===== src/rtl/uipi_pkg.sv =====
package uipi_pkg;

    localparam int REC_W = 128;
    localparam int PEND_W = 64;
    localparam int UV_W = $clog2(PEND_W);

    localparam int ENT_UV_LO = 8;
    localparam int ENT_PTR_LO = 64;

    localparam int DSC_OUT_BIT = 0;
    localparam int DSC_SUP_BIT = 1;
    localparam int DSC_NV_LO = 16;
    localparam int DSC_DST_LO = 32;
    localparam int DSC_PEND_LO = 64;

    typedef enum logic [3:0] {
        ST_IDLE,
        ST_ENT_REQ,
        ST_ENT_RSP,
        ST_DSC_REQ,
        ST_DSC_RSP,
        ST_WB_REQ,
        ST_WB_RSP,
        ST_NTF
    } state_e;

    typedef enum logic [1:0] {
        FLT_NONE  = 2'd0,
        FLT_BADOP = 2'd1,
        FLT_PROT  = 2'd2
    } fault_e;

endpackage


===== src/rtl/uipi_entry_check.sv =====
module uipi_entry_check
    import uipi_pkg::*;
#(
    parameter int ADDR_W = 48,
    parameter int RSVD_W = 7
) (
    input  logic              valid_bit,
    input  logic [RSVD_W-1:0] rsvd_bits,
    input  logic [UV_W-1:0]   uv_field,
    input  logic [ADDR_W-1:0] ptr_field,
    output logic              entry_ok,
    output logic [UV_W-1:0]   uv,
    output logic [ADDR_W-1:0] dsc_addr
);
    always_comb begin
        entry_ok = valid_bit && (rsvd_bits == '0);
        uv       = uv_field;
        dsc_addr = ptr_field;
    end
endmodule


===== src/rtl/uipi_desc_update.sv =====
module uipi_desc_update
    import uipi_pkg::*;
(
    input  logic [REC_W-1:0] desc_in,
    input  logic [UV_W-1:0]  uv,
    output logic             desc_ok,
    output logic [REC_W-1:0] desc_out,
    output logic             notify
);
    logic [PEND_W-1:0] pend_d;

    always_comb begin
        desc_ok = (desc_in[15:2] == '0) && (desc_in[31:24] == '0);
        notify  = !desc_in[DSC_SUP_BIT] && !desc_in[DSC_OUT_BIT];
        pend_d  = desc_in[DSC_PEND_LO +: PEND_W];
        pend_d[uv] = 1'b1;
        desc_out = desc_in;
        desc_out[DSC_PEND_LO +: PEND_W] = pend_d;
        if (notify) begin
            desc_out[DSC_OUT_BIT] = 1'b1;
        end
    end
endmodule


===== src/rtl/uipi_dest_fmt.sv =====
module uipi_dest_fmt #(
    parameter int DST_W = 32,
    parameter int LEG_LO = 8,
    parameter int LEG_W = 8
) (
    input  logic [7:0]       nv_field,
    input  logic [DST_W-1:0] dst_field,
    input  logic             x2_mode,
    output logic [7:0]       vector,
    output logic [DST_W-1:0] dest
);
    localparam int PAD_W = DST_W - LEG_W;

    logic [DST_W-1:0] legacy_dest;

    generate
        if (PAD_W > 0) begin : g_pad
            assign legacy_dest = {{PAD_W{1'b0}}, dst_field[LEG_LO +: LEG_W]};
        end else begin : g_nopad
            assign legacy_dest = dst_field[LEG_LO +: DST_W];
        end
    endgenerate

    always_comb begin
        vector = nv_field;
        dest   = x2_mode ? dst_field : legacy_dest;
    end
endmodule


===== src/rtl/uipi_post_engine.sv =====
module uipi_post_engine
    import uipi_pkg::*;
#(
    parameter int ADDR_W = 48,
    parameter int IDX_W = 16
) (
    input  logic              clk,
    input  logic              rst_n,
    input  logic              cmd_valid,
    input  logic [IDX_W-1:0]  cmd_index,
    input  logic              cfg_feature_en,
    input  logic              cfg_target_en,
    input  logic [ADDR_W-1:0] cfg_table_base,
    input  logic [IDX_W-1:0]  cfg_table_size,
    input  logic              cfg_x2_mode,
    output logic              busy,
    output logic              done,
    output logic              fault,
    output logic [1:0]        fault_code,
    output logic              mem_req_valid,
    input  logic              mem_req_ready,
    output logic              mem_req_write,
    output logic              mem_lock,
    output logic [ADDR_W-1:0] mem_req_addr,
    output logic [REC_W-1:0]  mem_req_wdata,
    input  logic              mem_rsp_valid,
    input  logic [REC_W-1:0]  mem_rsp_rdata,
    output logic              ntf_valid,
    input  logic              ntf_ready,
    output logic [7:0]        ntf_vector,
    output logic [31:0]       ntf_dest
);
    localparam int ENT_SHIFT = 4;

    typedef struct packed {
        state_e             st;
        logic [ADDR_W-1:0]  ent_addr;
        logic [ADDR_W-1:0]  dsc_addr;
        logic [UV_W-1:0]    uv;
        logic [REC_W-1:0]   wdata;
        logic               notify;
        logic [7:0]         vec;
        logic [31:0]        dst;
        logic               done;
        logic               fault;
        fault_e             code;
    } regs_t;

    regs_t r_q, r_d;

    logic              ent_ok;
    logic [UV_W-1:0]   ent_uv;
    logic [ADDR_W-1:0] ent_ptr;
    logic              dsc_ok;
    logic [REC_W-1:0]  dsc_new;
    logic              dsc_notify;
    logic [7:0]        fmt_vec;
    logic [31:0]       fmt_dst;

    uipi_entry_check #(.ADDR_W(ADDR_W), .RSVD_W(7)) u_entry_check (
        .valid_bit (mem_rsp_rdata[0]),
        .rsvd_bits (mem_rsp_rdata[7:1]),
        .uv_field  (mem_rsp_rdata[ENT_UV_LO +: UV_W]),
        .ptr_field (mem_rsp_rdata[ENT_PTR_LO +: ADDR_W]),
        .entry_ok  (ent_ok),
        .uv        (ent_uv),
        .dsc_addr  (ent_ptr)
    );

    uipi_desc_update u_desc_update (
        .desc_in  (mem_rsp_rdata),
        .uv       (r_q.uv),
        .desc_ok  (dsc_ok),
        .desc_out (dsc_new),
        .notify   (dsc_notify)
    );

    uipi_dest_fmt #(.DST_W(32), .LEG_LO(8), .LEG_W(8)) u_dest_fmt (
        .nv_field  (mem_rsp_rdata[DSC_NV_LO +: 8]),
        .dst_field (mem_rsp_rdata[DSC_DST_LO +: 32]),
        .x2_mode   (cfg_x2_mode),
        .vector    (fmt_vec),
        .dest      (fmt_dst)
    );

    always_comb begin
        r_d       = r_q;
        r_d.done  = 1'b0;
        r_d.fault = 1'b0;
        case (r_q.st)
            ST_IDLE: begin
                if (cmd_valid) begin
                    if (!(cfg_feature_en && cfg_target_en)) begin
                        r_d.fault = 1'b1;
                        r_d.code  = FLT_BADOP;
                    end else if (cmd_index > cfg_table_size) begin
                        r_d.fault = 1'b1;
                        r_d.code  = FLT_PROT;
                    end else begin
                        r_d.ent_addr = cfg_table_base + (ADDR_W'(cmd_index) << ENT_SHIFT);
                        r_d.st       = ST_ENT_REQ;
                    end
                end
            end
            ST_ENT_REQ: begin
                if (mem_req_ready) r_d.st = ST_ENT_RSP;
            end
            ST_ENT_RSP: begin
                if (mem_rsp_valid) begin
                    if (!ent_ok) begin
                        r_d.fault = 1'b1;
                        r_d.code  = FLT_PROT;
                        r_d.st    = ST_IDLE;
                    end else begin
                        r_d.uv       = ent_uv;
                        r_d.dsc_addr = ent_ptr;
                        r_d.st       = ST_DSC_REQ;
                    end
                end
            end
            ST_DSC_REQ: begin
                if (mem_req_ready) r_d.st = ST_DSC_RSP;
            end
            ST_DSC_RSP: begin
                if (mem_rsp_valid) begin
                    if (!dsc_ok) begin
                        r_d.fault = 1'b1;
                        r_d.code  = FLT_PROT;
                        r_d.st    = ST_IDLE;
                    end else begin
                        r_d.wdata  = dsc_new;
                        r_d.notify = dsc_notify;
                        r_d.vec    = fmt_vec;
                        r_d.dst    = fmt_dst;
                        r_d.st     = ST_WB_REQ;
                    end
                end
            end
            ST_WB_REQ: begin
                if (mem_req_ready) r_d.st = ST_WB_RSP;
            end
            ST_WB_RSP: begin
                if (mem_rsp_valid) begin
                    if (r_q.notify) begin
                        r_d.st = ST_NTF;
                    end else begin
                        r_d.done = 1'b1;
                        r_d.st   = ST_IDLE;
                    end
                end
            end
            ST_NTF: begin
                if (ntf_ready) begin
                    r_d.done = 1'b1;
                    r_d.st   = ST_IDLE;
                end
            end
            default: r_d.st = ST_IDLE;
        endcase
    end

    always_ff @(posedge clk or negedge rst_n) begin
        if (!rst_n) begin
            r_q <= '{st: ST_IDLE, code: FLT_NONE, default: '0};
        end else begin
            r_q <= r_d;
        end
    end

    always_comb begin
        busy          = (r_q.st != ST_IDLE);
        done          = r_q.done;
        fault         = r_q.fault;
        fault_code    = r_q.code;
        mem_req_valid = (r_q.st == ST_ENT_REQ) || (r_q.st == ST_DSC_REQ) || (r_q.st == ST_WB_REQ);
        mem_req_write = (r_q.st == ST_WB_REQ);
        mem_lock      = (r_q.st == ST_DSC_REQ) || (r_q.st == ST_DSC_RSP)
                     || (r_q.st == ST_WB_REQ) || (r_q.st == ST_WB_RSP);
        mem_req_addr  = (r_q.st == ST_ENT_REQ) ? r_q.ent_addr : r_q.dsc_addr;
        mem_req_wdata = r_q.wdata;
        ntf_valid     = (r_q.st == ST_NTF);
        ntf_vector    = r_q.vec;
        ntf_dest      = r_q.dst;
    end

    // an invalid-operation fault follows an idle acceptance directly
    assert_badop_direct_R1: assert property (@(posedge clk) disable iff (!rst_n)
        (fault && fault_code == FLT_BADOP) |-> $past(cmd_valid && !busy));

    // stalled memory requests stay put
    assert_req_hold_R3: assert property (@(posedge clk) disable iff (!rst_n)
        (mem_req_valid && !mem_req_ready) |=>
            (mem_req_valid && $stable(mem_req_addr) && $stable(mem_req_write)));

    // every write goes out under the lock
    assert_write_locked_R5: assert property (@(posedge clk) disable iff (!rst_n)
        (mem_req_valid && mem_req_write) |-> mem_lock);

    // lock released only at fault, completion or notification
    assert_lock_release_R5: assert property (@(posedge clk) disable iff (!rst_n)
        $fell(mem_lock) |-> (fault || done || ntf_valid));

    // notification only once the lock is gone
    assert_ntf_unlocked_R10: assert property (@(posedge clk) disable iff (!rst_n)
        ntf_valid |-> !mem_lock);

    // notification holds until acknowledged
    assert_ntf_hold_R10: assert property (@(posedge clk) disable iff (!rst_n)
        (ntf_valid && !ntf_ready) |=>
            (ntf_valid && $stable(ntf_vector) && $stable(ntf_dest)));

    // completion and fault are exclusive and close the busy period
    assert_end_excl_R11: assert property (@(posedge clk) disable iff (!rst_n)
        !(done && fault));
    assert_end_idle_R11: assert property (@(posedge clk) disable iff (!rst_n)
        (done || fault) |-> !busy);

endmodule


===== config.mk =====
export PLATFORM = sky130hd
export DESIGN_NAME = uipi_post_engine
export DESIGN_NICKNAME = d
export VERILOG_FILES = /design/src/rtl/uipi_pkg.sv /design/src/rtl/uipi_entry_check.sv /design/src/rtl/uipi_desc_update.sv /design/src/rtl/uipi_dest_fmt.sv /design/src/rtl/uipi_post_engine.sv
export SDC_FILE = /design/constraint.sdc
export NUM_CORES = 1
export LEC_CHECK = 0
export BUFFER_PORTS_ARGS = -buffer_cell sky130_fd_sc_hd__buf_2
export CELL_PAD_IN_SITES_DETAIL_PLACEMENT = 2
export CELL_PAD_IN_SITES_GLOBAL_PLACEMENT = 2
export CORE_ASPECT_RATIO = 1.25
export CORE_MARGIN = 2
export CORE_UTILIZATION = 29
export CTS_BUF_LIST = sky130_fd_sc_hd__clkbuf_8
export DETAILED_ROUTE_END_ITERATION = 8
export PLACE_DENSITY = 0.88
export SLEW_MARGIN = 20
export SYNTH_ARGS = -nofsm -noshare
export SYNTH_HDL_FRONTEND = slang
export SYNTH_SLANG_ARGS = --single-unit

===== constraint.sdc =====
create_clock -name clk -period 1.8 [get_ports clk]
set_input_delay 0.09 -clock clk [delete_from_list [all_inputs] [get_ports clk]]
set_output_delay 0.09 -clock clk [all_outputs]
set_load 0.01 [all_outputs]

# [After elaboration in Yosys (flattened, before gate mapping)]
# Index checks and enable logic that the tools add are counted.
# W data, S select, Z words.
[totals] register_bits=279 output_inout_bits=225
[classes] n_addsub=1 n_lt_le_gt_ge=3 eq_ne=20 mux=31 bitwise=2 n_reduce_logical=23
[op_table] op="$mux W52" count=3
[op_table] op="$or A64 B64 Y64" count=1
[op_table] op="$add A48 B20 Y48" count=1
[op_table] op="$mux W48" count=1
[op_table] op="$mux W32" count=1
[op_table] op="$pmux W4 S8" count=1
[op_table] op="$mux W4" count=7
[op_table] op="$mux W3" count=9
[op_table] op="$ne A2 B2 Y1 const B" count=11
[op_table] op="$eq A4 B3 Y1 const B" count=4
[op_table] op="$gt A16 B16 Y1" count=1
[op_table] op="$logic_not A14 Y1" count=1
[op_table] op="$reduce_and A10 Y1" count=1
[op_table] op="$pmux W3 S3" count=1
[op_table] op="$eq A4 B2 Y1 const B" count=2
[op_table] op="$logic_not A8 Y1" count=1
[op_table] op="$logic_not A7 Y1" count=1
[op_table] op="$lt A6 B7 Y1 const B" count=1
[op_table] op="$reduce_and A7 Y1" count=1
[op_table] op="$demux W1 S6" count=1
[op_table] op="$ge A6 B1 Y1 const B" count=1
[op_table] op="$reduce_and A3 Y1" count=2
[op_table] op="$logic_and A1 B1 Y1" count=5
[op_table] op="$logic_or A1 B1 Y1" count=5
[op_table] op="12 further kinds" count=17

# [Logic depth before layout (Yosys ltp)]
# Gate-level depths: netlist (run 1).
[depth] ltp_word=5 ltp_mapped=11 mapped_depth_nobuf=10

# [Cells and area by module]
# Synthesis (run 1) repeated with hierarchy kept, for this count alone.
[unflattened] cells_unflattened=1437 area_unflattened_um2=16318.2
[by_module_without_submodules] module="uipi_post_engine" n_inst=1 cells_per_inst=1173 area_each_um2=14237.4 seq_area_each_um2=6956.7
[by_module_without_submodules] module="uipi_desc_update" n_inst=1 cells_per_inst=164 area_each_um2=1306.3 seq_area_each_um2=0.0
[by_module_without_submodules] module="uipi_entry_check" n_inst=1 cells_per_inst=57 area_each_um2=425.4 seq_area_each_um2=0.0
[by_module_without_submodules] module="uipi_dest_fmt" n_inst=1 cells_per_inst=43 area_each_um2=349.1 seq_area_each_um2=0.0

# [Worst setup path after synthesis (run 1)]
# Ideal clock, no wire load.
[synth_timing] path_type="input-to-reg" start="input cmd_index[0]" end="register r_q[267] in the netlist's numbering" setup_ps=122 t_arrival_ps=2099 slack_ps=-421 stages=11 n_path_buf=1 path_cell_list="ha_1 -> inv_1 -> fa_1 -> nor2b_1 -> o211ai_1 -> a211oi_2 -> o211ai_2 -> buf_2 -> a211oi_2 -> xnor2_1 -> a21oi_2"
[synth_via] elab_chain_cells=3 word_cells_on_any_way=4 cone_classes="add/sub (1); order compare (1); bitwise (1); reduce/logical (1)"
[synth_lines] element="from (decl)" line_no="uipi_post_engine.sv:10" text="input logic [IDX_W-1:0] cmd_index,"
[synth_lines] element="parallel branches: the longest is 3 deep, another holds $add A48 B20 Y48"
[synth_lines] element="to (signal assigned)" line_no="uipi_post_engine.sv:166" text="r_q <= r_d;"
[synth_lines] element="to (decl)" line_no="uipi_post_engine.sv:49" text="regs_t r_q, r_d;"
# Several ways; the timed one is not identified.
# A chain may end at the register's enable or synchronous reset.

# [Final worst setup path (run 1)]
[layout_timing] start="register r_q[276] in the netlist's numbering" end="output mem_req_addr[35]"
[layout_via] elab_chain_cells=2
[layout_lines] element="$eq A4 B1 Y1" line_no="uipi_post_engine.sv:179" text="mem_req_addr = (r_q.st == ST_ENT_REQ) ? r_q.ent_addr : r_q.dsc_addr;"
[layout_lines] element="$mux W48" line_no="uipi_post_engine.sv:179"
[layout_lines] element="to (decl)" line_no="uipi_post_engine.sv:24" text="output logic [ADDR_W-1:0] mem_req_addr,"
# Every way passes these cells.

==> impl_metrics.yaml, run 1 <==
drt:
  drtAntennaViolNets: 0
  wl_per_cell_um: 34.6
  drcViolationCount: 0
  drt_iter0_markers: 851
  totalWireLength_um: 99500
  vias: 15700
  drt_first_pass_iters: 5
  viasPerCell: 5.45
finish:
  final_net_count: 2424
  final_common_cell: "buf_2"
  syn_to_final_growth_pct: 70.5
  final_cell_mix: "buf_2, dfrtp_1, buf_4"
  design_area_mm2: 0.0248
  drive_gt1_frac: 0.590
  stdcell_count: 2874
power:
  finalPower_mw: 22.2
  power_density_mw_per_mm2: 897
  leakagePower_nw: 12.4
  ir_drop_mv: 0.504
global_route:
  antenna_found_initial: 10
  grtUsageMet1: 0.328
  met2_usage: 0.611
  grt_max_degree: 55
  grt.total_usage: 0.325
  use_met3: 0.0506
  busiest_layer: "met2"
  grt_pass1_wl_um: 123000
  overflow: 0
  grt_pass1_vias: 17700
cts:
  cts_tree: "done"
  cts_buffers: 48
  cts_root_buf: "clkbuf_8"
  cts_num_sinks: 270
  cts_buffer_depth: 3
  h-tree-depth: 2
  path_clk_slew_ps: 80
  clock_latency_ps: 630
worst_setup_path:
  critPathKind: "reg2out"
  worstPathArrival_ps: 2400
  crit_path_max_incr_delay_ps: 430
  crit_family: "buffers and inverters"
  slowest_stage: "dfrtp_2"
  required_ps: 1710
  cpMostUsedCell: "buf_12"
  endpoint_kind: "output port"
  cp-startpoint: "r_q[276]"
  cp_max_fo: 6
  r2r-start: "r_q[276]"
  crit_chain: "buf_6 -> nor3_4 -> buf_12 -> buf_12 -> buf_12 -> mux2_4 -> buf_6"
  cp.buffers_inverters: 5
  cp-start-kind: "flip-flop"
timing:
  setup_viol: 284
  hold_violations: 0
  slew_violations: 0
  tightestPinTransition_ps: 676
  finClkSkew_ps: 47.0
  finalCritPeriodShare: 1.38
  worst_slack_ps: -688
  finalCriticalPeriod_ps: 2490
  slew_headroom: 0.549
  rsz0062_at_grt: "true"
  fmax_ghz: 0.402
logic_synthesis:
  yosysUniqueCellTypes: 63
  synthArstFlopShare: 1.00
  syn_nets: 1750
  synth_flop_cell: "dfrtp_1"
  syn_avg_cell_area_um2: 9.69
  yosysWarnings: 0
  synth_area_mm2: 0.0145
  ys_seq_area_frac: 0.465
  netlist_top_cells_area: "dfrtp_1, mux2_2, buf_4"
  syn_inst: 1500
  synth_seq_cells: 270
  synth_edf_count: 0
  synth_top_area_frac: 0.465
  synth_top_cell_by_area: "dfrtp_1"
placement:
  place_ws_ps: -850
  dp_cells: 2512
  gp_congestion: 0.904
  placed_area_mm2: 0.0177
  dpl.hpwl_um: 46300
  portBuffers: 441
run:
  cap_violations: 0
status:
  status: "complete, but fails checks"
  violations: "negative setup slack"
hold_path:
  holdCritStartpoint: "cfg_table_base[25]"
  min_path_type: "in2reg"
die:
  io_pins: 442
  die_w_um: 204
  num_rows: 91
  fp.dieH_um: 254
  start_util: 0.294
  coreArea_mm2: 0.0494
  die_area_mm2: 0.0519
[tightest hold or removal path, delay by kind of cell]
family	cells	cell delay, ps
compound gates	1	160
xor+xnor	1	110
buf+inv	2	230
[power breakdown]
part / switching, mW / leakage [nW] / total (mW) / internal (mW)
clock network: 3.24 / 0.577 / 6.77 / 3.53
logic: 3.96 / 8.14 / 8.08 / 4.12
registers: 0.691 / 3.65 / 7.39 / 6.70
total: 7.89 / 12.4 / 22.2 / 14.3
[layout make-up]
| cell class | count | area (um^2) |
|---|---|---|
| antenna | 13 | 32.5 |
| fill | 4851 | 24600 |
| inverter | 31 | 131 |
| clock buffer | 62 | 853 |
| sequential | 270 | 6760 |
| clock inverter | 24 | 188 |
| tap | 651 | 815 |
| multi-input combinational | 957 | 8260 |
| timing repair buffer | 866 | 7740 |
[registers in the layout, indices dropped and copies added, names as in the netlist]
signal,count
r_q,106
fault_code,2
ntf_dest,32
fault,1
mem_req_wdata,128
done,1
[routing by layer]
metal	part of all wire	wire length (um)	up-vias
met5	0.00013	13	-
met1	0.33	32800	7931
met3	0.058	5810	483
met4	0.099	9840	2
met2	0.51	51000	937
li1	-	-	6322
[cells by family after synthesis]
family	synth area share
compound gates	0.111
simple gates	0.147
flops	0.465
buf+inv	0.124
xor+xnor	0.0223
fa+ha+maj	0.0289
mux	0.103
[synth_stat cells (all sizes together) (7+ instances only)]
cell	count
inv	31
xor2	7
clkbuf	39
buf	208
and2	24
a21oi	116
nor4	7
a211oi	13
dfrtp	270
mux2	125
and3	9
ha	32
o21ai	94
nand2	284
nand3	44
nor2	58
nor3	11
nand4	11
nor3b	8
mux2i	9
xnor2	30
[final timing paths]
check	cells after the start	endpoint	slack (ps)
min in group asynchronous	2	mem_req_wdata[20]	30
setup / recovery	7	mem_req_addr[35]	-690
hold / removal	4	r_q[252]	20
setup reg to reg	9	mem_req_wdata[96]	-640
max in group asynchronous	3	r_q[275]	1020
hold reg to reg	2	mem_req_wdata[80]	480
[repair_timing]
| action | in CTS | in global routing |
|---|---|---|
| buffers inserted | 47 | 28 |
| endpoints found under the hold margin | 494 | 0 |
| gates resized for setup | 291 | 474 |
| hold buffers | 145 | 0 |
| setup endpoints to repair | 241 | 316 |
| cloned | 44 | 14 |
| pin swaps | 39 | 97 |
[metrics by stage]
step                TNS, ps  hold slack, ps  utilization
finish              -119690            23.4        0.501
global route        -130900            25.0        0.501
CTS                  -80950            3.11        0.459
detailed placement  -119300            53.1        0.358
global placement     -92730            48.4        0.358
floorplan            -13350            -206            -
Power figures use the tool's default switching activity.
==> run 2: changes to the inputs <==
- CTS_BUF_LIST: sky130_fd_sc_hd__clkbuf_8 -> sky130_fd_sc_hd__clkbuf_4
==> run 2 against run 1 <==
Compared with the run above: the run still ends with negative setup slack left; worst setup slack got worse by 39 ps; register-to-register slack improved by 50 ps; flip-flop and latch count did not move; clock power fell by 9.3%.
==> impl_metrics.yaml, run 2 (same netlist as run 1, synthesis figures left out) <==
power:
  ir_drop_mv: 0.357
  power_density_mw_per_mm2: 876
  leakagePower_nw: 12.0
  finalPower_mw: 21.0
timing:
  finalCritPeriodShare: 1.40
  rsz0062_at_grt: "true"
  finClkSkew_ps: 65.8
  finalCriticalPeriod_ps: 2530
  tightestPinTransition_ps: 1010
  slew_headroom: 0.316
  slew_violations: 0
  fmax_ghz: 0.396
  hold_violations: 0
  setup_viol: 322
  worst_slack_ps: -727
die:
  die_w_um: 204
  coreArea_mm2: 0.0494
  num_rows: 91
  io_pins: 442
  fp.dieH_um: 254
  die_area_mm2: 0.0519
  start_util: 0.294
status:
  status: "complete, but fails checks"
  violations: "negative setup slack"
global_route:
  grt_pass1_vias: 17800
  antenna_found_initial: 12
  grt_max_degree: 55
  grt.total_usage: 0.323
  overflow: 0
  grt_pass1_wl_um: 122000
cts:
  cts_num_sinks: 270
  clock_latency_ps: 790
  cts_buffers: 75
  h-tree-depth: 3
  cts_root_buf: "clkbuf_4"
  cts_tree: "done"
  cts_buffer_depth: 3
  path_clk_slew_ps: 70
drt:
  totalWireLength_um: 93500
  drcViolationCount: 0
  vias: 15500
  drtAntennaViolNets: 0
  viasPerCell: 5.37
  wl_per_cell_um: 32.4
  drt_first_pass_iters: 5
  drt_iter0_markers: 915
worst_setup_path:
  ff2ff_path_depth: 8
  cp-start-kind: "flip-flop"
  cp_max_fo: 6
  worstPathArrival_ps: 2440
  endpoint_kind: "output port"
  required_ps: 1710
  critPathKind: "reg2out"
placement:
  gp_congestion: 0.904
  portBuffers: 441
  dp_cells: 2512
  placed_area_mm2: 0.0177
  dpl.hpwl_um: 46300
finish:
  num-fill-cells: 5036
  final_common_cell: "buf_2"
  final_cell_mix: "buf_2, dfrtp_1, dlygate4sd3_1"
  largest_register_ffs: 128
  stdcell_count: 2891
  design_area_mm2: 0.0240
  drive_gt1_frac: 0.566
  final_net_count: 2433
  syn_to_final_growth_pct: 64.8
hold_path:
  min_path_cells: 5
  min_path_type: "in2reg"
run:
  cap_violations: 0
## run 2: routing by layer
metal  global-route usage  vias up  routed length, um
met5                    0        -                 12
met4                0.224        2               7930
met3               0.0569      435               4980
met2                0.597      883              48800
met1                0.328     7831              31800
li1                     -     6383                  -
## run 2: power by group
part	switching [mW]	leakage, nW	internal, mW
Sequential	0.626	3.65	6.69
Clock	3.45	0.513	2.69
Combinational	3.61	7.79	3.91
## run 2: stage by stage
stage / setup TNS (ps) / util / setup slack [ps] / hold slack [ps]
global placement: -92730 / 0.358 / -809 / 48.4
detailed placement: -119300 / 0.358 / -850 / 53.1
finish: -139710 / 0.485 / -727 / 55.1
floorplan: -13350 / - / -310 / -206
CTS: -94940 / 0.452 / -740 / 5.31
global route: -153670 / 0.485 / -783 / 60.9
## run 2: cell type report
| cell class | instances | area (um^2) | share of cell area |
|---|---|---|---|
| Timing Repair Buffer | 850 | 7350 | 0.307 |
| Inverter | 31 | 129 | 0.00538 |
| Tap cell | 651 | 815 | 0.0340 |
| Clock buffer | 99 | 743 | 0.0310 |
| Antenna cell | 12 | 30.0 | 0.00125 |
| Clock inverter | 23 | 118 | 0.00491 |
| Sequential cell | 270 | 6760 | 0.282 |
| Multi-Input combinational cell | 955 | 8020 | 0.335 |
## run 2: critical path: stages (launching register included)
cell and delay (ps):
dfrtp_2 430, buf_6 130, nor3_4 210, buf_12 150
buf_12 160, buf_16 140, mux2_4 330, buf_6 130
## run 2: timing repair
action                     CTS  global route
hold endpoints to repair   510             0
hold buffers               165             0
cloned                      37            12
setup endpoints to repair  257           322
pin swaps                   19            48
setup buffers               22            14
gates resized for setup    324           355
## run 2: final timing paths
check,startpoint,to,slack [ps]
setup / recovery,r_q[276],mem_req_addr[43],-730
hold / removal,cfg_table_base[6],r_q[233],60
setup reg to reg,r_q[276],mem_req_wdata[105],-590
hold reg to reg,mem_req_wdata[78],mem_req_wdata[78],480
max in group asynchronous,rst_n,r_q[275],830
min in group asynchronous,rst_n,mem_req_wdata[97],580
